`src/rtl/tmr_cmp_pkg.sv`:
```
package tmr_cmp_pkg;

  typedef enum logic [1:0] {
    OM_HOLD   = 2'b00,
    OM_TOGGLE = 2'b01,
    OM_CLEAR  = 2'b10,
    OM_SET    = 2'b11
  } out_mode_e;

  // Next output bit value for a match or force under the given action.
  function automatic logic oc_next(input logic [1:0] mode, input logic cur);
    case (out_mode_e'(mode))
      OM_TOGGLE: oc_next = ~cur;
      OM_CLEAR:  oc_next = 1'b0;
      OM_SET:    oc_next = 1'b1;
      default:   oc_next = cur;
    endcase
  endfunction

  // Buffer copy point chosen by the update selector.
  function automatic logic copy_point(input logic sel_top, input logic at_top,
                                      input logic at_bot);
    copy_point = sel_top ? at_top : at_bot;
  endfunction

endpackage

```
`src/rtl/cmp_value_reg.sv`:
```
module cmp_value_reg #(
  parameter int W = 8
) (
  input  logic         clk,
  input  logic         rst_n,
  input  logic         tick_en,
  input  logic         pwm_mode,
  input  logic         upd_at_top,
  input  logic         cnt_top,
  input  logic         cnt_bot,
  input  logic         wr_cmp,
  input  logic [W-1:0] wr_data,
  output logic [W-1:0] active
);
  import tmr_cmp_pkg::*;

  logic [W-1:0] shadow;
  logic         copy_now;

  assign copy_now = pwm_mode && tick_en && copy_point(upd_at_top, cnt_top, cnt_bot);

  always_ff @(posedge clk or negedge rst_n) begin
    if (!rst_n) begin
      shadow <= '0;
    end else if (wr_cmp) begin
      shadow <= wr_data;
    end
  end

  always_ff @(posedge clk or negedge rst_n) begin
    if (!rst_n) begin
      active <= '0;
    end else if (!pwm_mode && wr_cmp) begin
      active <= wr_data;
    end else if (copy_now) begin
      active <= shadow;
    end
  end

endmodule

```
`src/rtl/cmp_match_ctl.sv`:
```
module cmp_match_ctl #(
  parameter int W = 8
) (
  input  logic         clk,
  input  logic         rst_n,
  input  logic         tick_en,
  input  logic [W-1:0] cnt_val,
  input  logic [W-1:0] active,
  input  logic         cnt_wr,
  input  logic         flag_wr,
  input  logic         flag_wdata,
  input  logic         irq_ack,
  output logic         match_pulse,
  output logic         match_pend,
  output logic         blk_pend,
  output logic         cmp_flag
);

  logic equal;
  logic flag_set;
  logic flag_clr;

  assign equal       = (cnt_val == active);
  assign match_pulse = tick_en && equal && !blk_pend;
  assign flag_set    = tick_en && match_pend;
  assign flag_clr    = irq_ack || (flag_wr && flag_wdata);

  // Block window: opened by a counter write, closed by the next tick.
  always_ff @(posedge clk or negedge rst_n) begin
    if (!rst_n) begin
      blk_pend <= 1'b0;
    end else if (cnt_wr) begin
      blk_pend <= 1'b1;
    end else if (tick_en) begin
      blk_pend <= 1'b0;
    end
  end

  always_ff @(posedge clk or negedge rst_n) begin
    if (!rst_n) begin
      match_pend <= 1'b0;
    end else if (tick_en) begin
      match_pend <= match_pulse;
    end
  end

  always_ff @(posedge clk or negedge rst_n) begin
    if (!rst_n) begin
      cmp_flag <= 1'b0;
    end else if (flag_set) begin
      cmp_flag <= 1'b1;
    end else if (flag_clr) begin
      cmp_flag <= 1'b0;
    end
  end

endmodule

```
`src/rtl/cmp_wave.sv`:
```
module cmp_wave (
  input  logic       clk,
  input  logic       rst_n,
  input  logic       pwm_mode,
  input  logic [1:0] out_mode,
  input  logic       match_pulse,
  input  logic       force_stb,
  output logic       oc_bit,
  output logic       oc_drive
);
  import tmr_cmp_pkg::*;

  logic apply;

  assign apply    = !pwm_mode && (match_pulse || force_stb);
  assign oc_drive = (out_mode != OM_HOLD);

  always_ff @(posedge clk or negedge rst_n) begin
    if (!rst_n) begin
      oc_bit <= 1'b0;
    end else if (apply) begin
      oc_bit <= oc_next(out_mode, oc_bit);
    end
  end

endmodule

```
`src/rtl/tmr_cmp_channel.sv`:
```
module tmr_cmp_channel #(
  parameter int W = 8
) (
  input  logic         clk,
  input  logic         rst_n,
  input  logic         tick_en,
  input  logic [W-1:0] cnt_val,
  input  logic         cnt_top,
  input  logic         cnt_bot,
  input  logic         pwm_mode,
  input  logic         upd_at_top,
  input  logic [1:0]   out_mode,
  input  logic         wr_cmp,
  input  logic [W-1:0] wr_data,
  input  logic         force_stb,
  input  logic         cnt_wr,
  input  logic         flag_wr,
  input  logic         flag_wdata,
  input  logic         irq_ack,
  input  logic         irq_en,
  output logic         match_pulse,
  output logic         cmp_flag,
  output logic         irq,
  output logic         oc_bit,
  output logic         oc_drive
);

  logic [W-1:0] active;
  logic         match_pend;
  logic         blk_pend;

  cmp_value_reg #(.W(W)) i_value (
    .clk        (clk),
    .rst_n      (rst_n),
    .tick_en    (tick_en),
    .pwm_mode   (pwm_mode),
    .upd_at_top (upd_at_top),
    .cnt_top    (cnt_top),
    .cnt_bot    (cnt_bot),
    .wr_cmp     (wr_cmp),
    .wr_data    (wr_data),
    .active     (active)
  );

  cmp_match_ctl #(.W(W)) i_match (
    .clk         (clk),
    .rst_n       (rst_n),
    .tick_en     (tick_en),
    .cnt_val     (cnt_val),
    .active      (active),
    .cnt_wr      (cnt_wr),
    .flag_wr     (flag_wr),
    .flag_wdata  (flag_wdata),
    .irq_ack     (irq_ack),
    .match_pulse (match_pulse),
    .match_pend  (match_pend),
    .blk_pend    (blk_pend),
    .cmp_flag    (cmp_flag)
  );

  cmp_wave i_wave (
    .clk         (clk),
    .rst_n       (rst_n),
    .pwm_mode    (pwm_mode),
    .out_mode    (out_mode),
    .match_pulse (match_pulse),
    .force_stb   (force_stb),
    .oc_bit      (oc_bit),
    .oc_drive    (oc_drive)
  );

  assign irq = cmp_flag && irq_en;

endmodule

```
`config.mk`:
```
export PLATFORM = sky130hd
export DESIGN_NAME = tmr_cmp_channel
export DESIGN_NICKNAME = d
export VERILOG_FILES = /design/src/rtl/tmr_cmp_pkg.sv /design/src/rtl/cmp_value_reg.sv /design/src/rtl/cmp_match_ctl.sv /design/src/rtl/cmp_wave.sv /design/src/rtl/tmr_cmp_channel.sv
export SDC_FILE = /design/constraint.sdc
export NUM_CORES = 1
export LEC_CHECK = 0
export BUFFER_PORTS_ARGS = -buffer_cell sky130_fd_sc_hd__buf_2
export CAP_MARGIN = 20
export CORE_AREA = 2 2 51 53
export DETAILED_ROUTE_END_ITERATION = 8
export DIE_AREA = 0 0 53 55
export GPL_TIMING_DRIVEN = 0
export PLACE_DENSITY = 0.77
export SYNTH_ARGS = -nofsm -noshare
export SYNTH_HDL_FRONTEND = slang
export SYNTH_SLANG_ARGS = --single-unit
```
`constraint.sdc`:
```
create_clock -name clk -period 1.7 [get_ports clk]
set_input_delay 0.17 -clock clk [delete_from_list [all_inputs] [get_ports clk]]
set_output_delay 0.17 -clock clk [all_outputs]
set_load 0.02 [all_outputs]
```
==> results.json, run 1 <==
{
  "p_total_mw": 1.059,
  "tightest_slew_ns": 0.4559,
  "synth_top_area_share_pct": 46.95,
  "synth_warnings": 0,
  "grt_pass1_wl_um": 3049,
  "drc": 0,
  "worstPathArrival_ns": 1.57,
  "hold_viol": 0,
  "ys_seq_elements": 20,
  "p_per_area_nw_per_um2": 781.3,
  "worstSkewPairLatency_ns": 0.29,
  "setup_viol": 1,
  "syn_area_um2": 1066,
  "clkSlewWorstSetupHoldPaths_ns": 0.10,
  "cts_root_buf": "clkbuf_4",
  "drive_gt1_share_pct": 51.13,
  "grt_usage_pct": 14.95,
  "fillerInstances": 223,
  "gp_congestion": 0.6561,
  "numCtsBuffers": 3,
  "synthTopCellsByArea": "dfrtp_1 47%, mux2_2 9.5%, mux2i_1 7.5%",
  "top_layer_used": "met4",
  "layout_min_cycle_time_ns": 1.743,
  "path_cells": "xor2_1 > nor4_2 > and3_1 > buf_6",
  "die_h_um": 55,
  "min_path_type": "input pin to flop",
  "criticalPathCategory": "flop to primary output",
  "grt_pass1_vias": 757,
  "post-synth-top-area-cell": "dfrtp_1",
  "rsz0062_at_grt": "yes",
  "slowest_delay_ns": 0.40,
  "path_buf_inv": 1,
  "final_cell_area_um2": 1355,
  "syn_inst": 89,
  "ff_latch_area_um2": 500.5,
  "drt_iter0_markers": 3,
  "die_w_um": 53,
  "synthToLayoutAreaGrowth_pct": 27.11,
  "met2_length_um": 981,
  "drt-total-wl_um": 1982,
  "cts_tree": "done",
  "met1_length_um": 818,
  "clock-skew-final_ns": 0.001261,
  "critPathSlowestCell": "dfrtp_1",
  "start_util_pct": 45.08,
  "crit_family": "simple AND/OR/NAND/NOR gates",
  "max_freq_mhz": 573.8,
  "drv_cap": 0,
  "routed-via-count": 809,
  "failed_checks": "setup timing",
  "post-route-util_pct": 57.30,
  "stdcell_count": 163,
  "nets": 167,
  "synth_cell_type_count": 25,
  "ant_nets": 0,
  "startpoint_type": "flop",
  "wl_per_cell_um": 12.16,
  "first_pass_iters": 3,
  "antenna_found_initial": 0,
  "status": "finished with violations",
  "antennaDiodeCount": 0,
  "io_buffers": 35,
  "power.static_leakage_nw": 0.6588,
  "rows": 18,
  "setup_ws_ns": -0.04289,
  "ir_worst_vdd_mv": 0.5439,
  "die_area_um2": 2915,
  "htreeDepth": 1,
  "drt-vias-per-instance": 4.963,
  "clock_sinks": 20,
  "grt_overflow": 0,
  "cp.required_ns": 1.53,
  "core_area_um2": 2365,
  "avgSynthCellArea_um2": 11.98,
  "clock_path_buffers": 2,
  "placed_cells": 154,
  "grt_start_max_net_pins": 21,
  "pin_count": 37,
  "crit_path_max_fanout": 2,
  "multi_input_area_um2": 509.2,
  "wl_met3_um": 151,
  "finalMaxSlewViolations": 0,
  "slew-limit-headroom_pct": 69.61,
  "crit_path_end_kind": "primary output",
  "place_area_um2": 1279,
  "syn_nets": 121,
  "dpl_worst_slack_ns": 0.1520,
  "period_share_pct": 102.5,
  "synth_seq_area_share_pct": 46.95
}
==> timing repair <==
action,CTS,global route
hold buffers,1,0
endpoints found under the hold margin,20,0
resized for setup,2,0
pin swaps,3,3
buffers inserted,5,2
endpoints found under the setup margin,1,2
==> synthesized netlist by cell type <==
library cell	n
a21oi_2	8
dfrtp_1	20
buf_8	1
nand4_1	1
nor2_1	8
mux2_2	9
nor3_1	2
nand2_1	1
o211ai_1	1
nor4_2	1
nand2b_1	1
inv_1	5
a41o_1	1
nor2b_4	1
a32o_1	1
a21o_1	2
buf_6	2
and3_1	1
o21ai_0	2
a31o_4	1
o211a_1	1
xor2_1	8
nor2_2	2
mux2i_1	8
and2_1	1
==> placed cells by master, fill, tap and decap left out, types with 5 or more instances in the layout <==
cell and instances:
a21oi_2 8, xor2_1 8, mux2_2 9, mux2i_1 8
buf_2 34, inv_1 5, dfrtp_1 20, buf_4 5
nor2_1 8
==> state kept, by name, indices dropped and copies added, names as in the netlist <==
name                count
i_value.active          8
i_value.shadow          8
i_match.blk_pend        1
i_match.match_pend      1
i_wave.oc_bit           1
i_match.cmp_flag        1
==> power by group <==
part	total, mW	switching [mW]	internal [mW]
sequential	0.571	0.0365	0.535
clock	0.217	0.135	0.0824
combinational	0.270	0.127	0.143
total	1.06	0.299	0.760
==> worst register-to-register path, stage by stage, from the launching register on <==
cell and delay, ns:
dfrtp_1 0.40, xor2_1 0.15, nor4_2 0.36, buf_4 0.17
buf_4 0.10, a41o_1 0.16, o211ai_1 0.08
==> routing by layer <==
layer	GRT usage, %	vias to the layer above
met5	0	-
met4	6.410	0
met3	3.495	4
met2	28.96	28
met1	15.38	378
li1	-	399
==> path summary, 6_finish.rpt <==
path,startpoint,cells past startpoint,slack [ns],to
worst max-delay path,i_value.active[3],4,-0.04,match_pulse
worst min-delay path,cnt_wr,2,0.06,i_match.blk_pend
worst max register to register,i_value.active[3],6,0.16,i_wave.oc_bit
worst min register to register,i_match.blk_pend,1,0.50,i_match.blk_pend
max in group asynchronous,rst_n,2,1.04,i_value.active[6]
min in group asynchronous,rst_n,2,0.34,i_match.cmp_flag
==> area by class of cell <==
cell class	instances	share of cell area, %
Sequential cell	20	36.93
Clock buffer	3	1.662
Tap cell	30	2.770
Inverter	5	1.385
Buffer	3	2.770
Multi-Input combinational cell	61	37.58
Timing Repair Buffer	41	16.90
==> stage by stage <==
stage               hold slack (ns)  setup TNS (ns)
detailed placement           0.1410               0
floorplan                   -0.1256               0
global placement             0.1373               0
global route                0.05929         -0.1087
finish                      0.06191        -0.04289
CTS                         0.05328        -0.04341
==> logic make-up after synthesis <==
| logic type | after synthesis | share of synthesized area, % |
|---|---|---|
| AO/OA/AOI/OAI | 17 | 14.09 |
| XOR/XNOR | 8 | 6.573 |
| buffers and inverters | 8 | 5.281 |
| flip-flops | 20 | 46.95 |
| multiplexers | 17 | 17.02 |
| AND/OR/NAND/NOR | 19 | 10.09 |
Power figures use the tool's default switching activity.
==> inputs of run 2 (changes only) <==
--- a/config.mk
+++ b/config.mk
@@ -6,12 +6,11 @@
 export NUM_CORES = 1
 export LEC_CHECK = 0
 export BUFFER_PORTS_ARGS = -buffer_cell sky130_fd_sc_hd__buf_2
-export CAP_MARGIN = 20
 export CORE_AREA = 2 2 51 53
 export DETAILED_ROUTE_END_ITERATION = 8
 export DIE_AREA = 0 0 53 55
 export GPL_TIMING_DRIVEN = 0
-export PLACE_DENSITY = 0.77
+export PLACE_DENSITY = 0.83
 export SYNTH_ARGS = -nofsm -noshare
 export SYNTH_HDL_FRONTEND = slang
 export SYNTH_SLANG_ARGS = --single-unit
==> results.json, run 2 (synthesized netlist as in run 1, its figures left out) <==
{
  "die_h_um": 55,
  "synthToLayoutAreaGrowth_pct": 27.58,
  "nets": 167,
  "rows": 18,
  "clock_path_buffers": 2,
  "grt_pass1_wl_um": 3498,
  "p_total_mw": 1.073,
  "core_area_um2": 2365,
  "worstPathArrival_ns": 1.56,
  "grt_overflow": 0,
  "htreeDepth": 1,
  "cts_tree": "done",
  "stdcell_count": 163,
  "tightest_slew_ns": 0.4454,
  "criticalPathCategory": "flop to primary output",
  "dpl_worst_slack_ns": 0.1719,
  "path_cells": "xor2_1 > nor4_2 > and3_1 > buf_6",
  "reg_top3": "i_value.active (8), i_value.shadow (8)",
  "critPathSlowestCell": "dfrtp_1",
  "rsz0062_at_grt": "yes",
  "startpoint_type": "flop",
  "post-route-util_pct": 57.51,
  "drive_gt1_share_pct": 51.88,
  "die_area_um2": 2915,
  "p_per_area_nw_per_um2": 789.0,
  "cts_root_buf": "clkbuf_4",
  "crit_path_max_fanout": 2,
  "dp_hpwl_um": 1600,
  "slew-limit-headroom_pct": 70.31,
  "hold_viol": 0,
  "layout_min_cycle_time_ns": 1.731,
  "ant_nets": 0,
  "grt_start_max_net_pins": 21,
  "mostFrequentLayoutCell": "buf_2",
  "place_area_um2": 1279,
  "die_w_um": 53,
  "fillerInstances": 218,
  "setup_tns_ns": -0.03069,
  "final_cell_area_um2": 1360,
  "ir_worst_vdd_mv": 0.7318,
  "setup_ws_ns": -0.03069,
  "worstSkewPairLatency_ns": 0.29,
  "routed-via-count": 820,
  "crit_path_end_kind": "primary output",
  "drc": 0,
  "clkSlewWorstSetupHoldPaths_ns": 0.11,
  "wl_per_cell_um": 12.56,
  "clock_sinks": 20,
  "antenna_found_initial": 0,
  "cp.required_ns": 1.53,
  "period_share_pct": 101.8,
  "first_pass_iters": 4,
  "slowest_delay_ns": 0.41,
  "max_freq_mhz": 577.8,
  "failed_checks": "setup timing",
  "io_buffers": 35,
  "drt-total-wl_um": 2048,
  "clock-skew-final_ns": 0.006590,
  "grt_pass1_vias": 868,
  "min_path_type": "input pin to flop",
  "gp_congestion": 0.7163,
  "holdWs_ns": 0.05470,
  "drv_cap": 0,
  "setup_viol": 1,
  "power.static_leakage_nw": 0.6595,
  "most-common-layout-cells": "34 x buf_2, 20 x dfrtp_1, 9 x mux2_2",
  "drt-vias-per-instance": 5.031,
  "antennaDiodeCount": 0,
  "drt_iter0_markers": 9,
  "finalMaxSlewViolations": 0,
  "status": "finished with violations",
  "start_util_pct": 45.08,
  "placed_cells": 154,
  "pin_count": 37,
  "grt_usage_pct": 16.56,
  "numCtsBuffers": 3
}
-- run 2: changes by cell type in the layout (fill, tap and decap cells not counted) --
cell and change:
nor3_1 -1, nor3_2 +1
-- run 2: power breakdown --
group | leakage (nW) | switching (mW) | internal [mW]
clock network | 0.0138 | 0.136 | 0.0824
registers | 0.233 | 0.0380 | 0.535
logic | 0.413 | 0.135 | 0.147
-- run 2: metal layers --
metal | share of wire [%] | track usage [%]
met1 | 40 | 16.70
met2 | 54 | 35.21
met3 | 6.3 | 4.032
met4 | 0 | 1.282
met5 | 0 | 0
-- run 2: final timing paths --
check                                    end  cells past startpoint  slack, ns         startpoint
setup / recovery                 match_pulse                      4      -0.03  i_value.active[2]
hold reg to reg             i_match.blk_pend                      1       0.49   i_match.blk_pend
hold / removal              i_match.blk_pend                      2       0.05             cnt_wr
max in group asynchronous  i_value.shadow[5]                      2       1.05              rst_n
setup reg to reg               i_wave.oc_bit                      7       0.11  i_value.active[2]
min in group asynchronous  i_value.active[3]                      2       0.34              rst_n
-- run 2: what timing repair did --
action,CTS,global route
gates resized for setup,3,0
hold buffers,1,0
gates cloned,0,0
buffers inserted,6,1
endpoints found under the hold margin,20,0
pin swaps,3,2
setup endpoints to repair,1,2
-- run 2: final cells by class --
type / count / area, um2 / area share (%)
Timing Repair Buffer: 41 / 229.0 / 16.84
Multi-Input combinational cell: 61 / 514.2 / 37.81
Clock buffer: 3 / 22.52 / 1.656
Tap cell: 30 / 37.54 / 2.760
Inverter: 5 / 18.77 / 1.380
Sequential cell: 20 / 500.5 / 36.80
Buffer: 3 / 37.54 / 2.760
-- run 2: critical path: cells and delay by family (launching register included) --
family	cells	cell delay, ns
buffers and inverters	1	0.13
AND/OR/NAND/NOR	2	0.58
XOR/XNOR	1	0.15
flip-flops	1	0.41
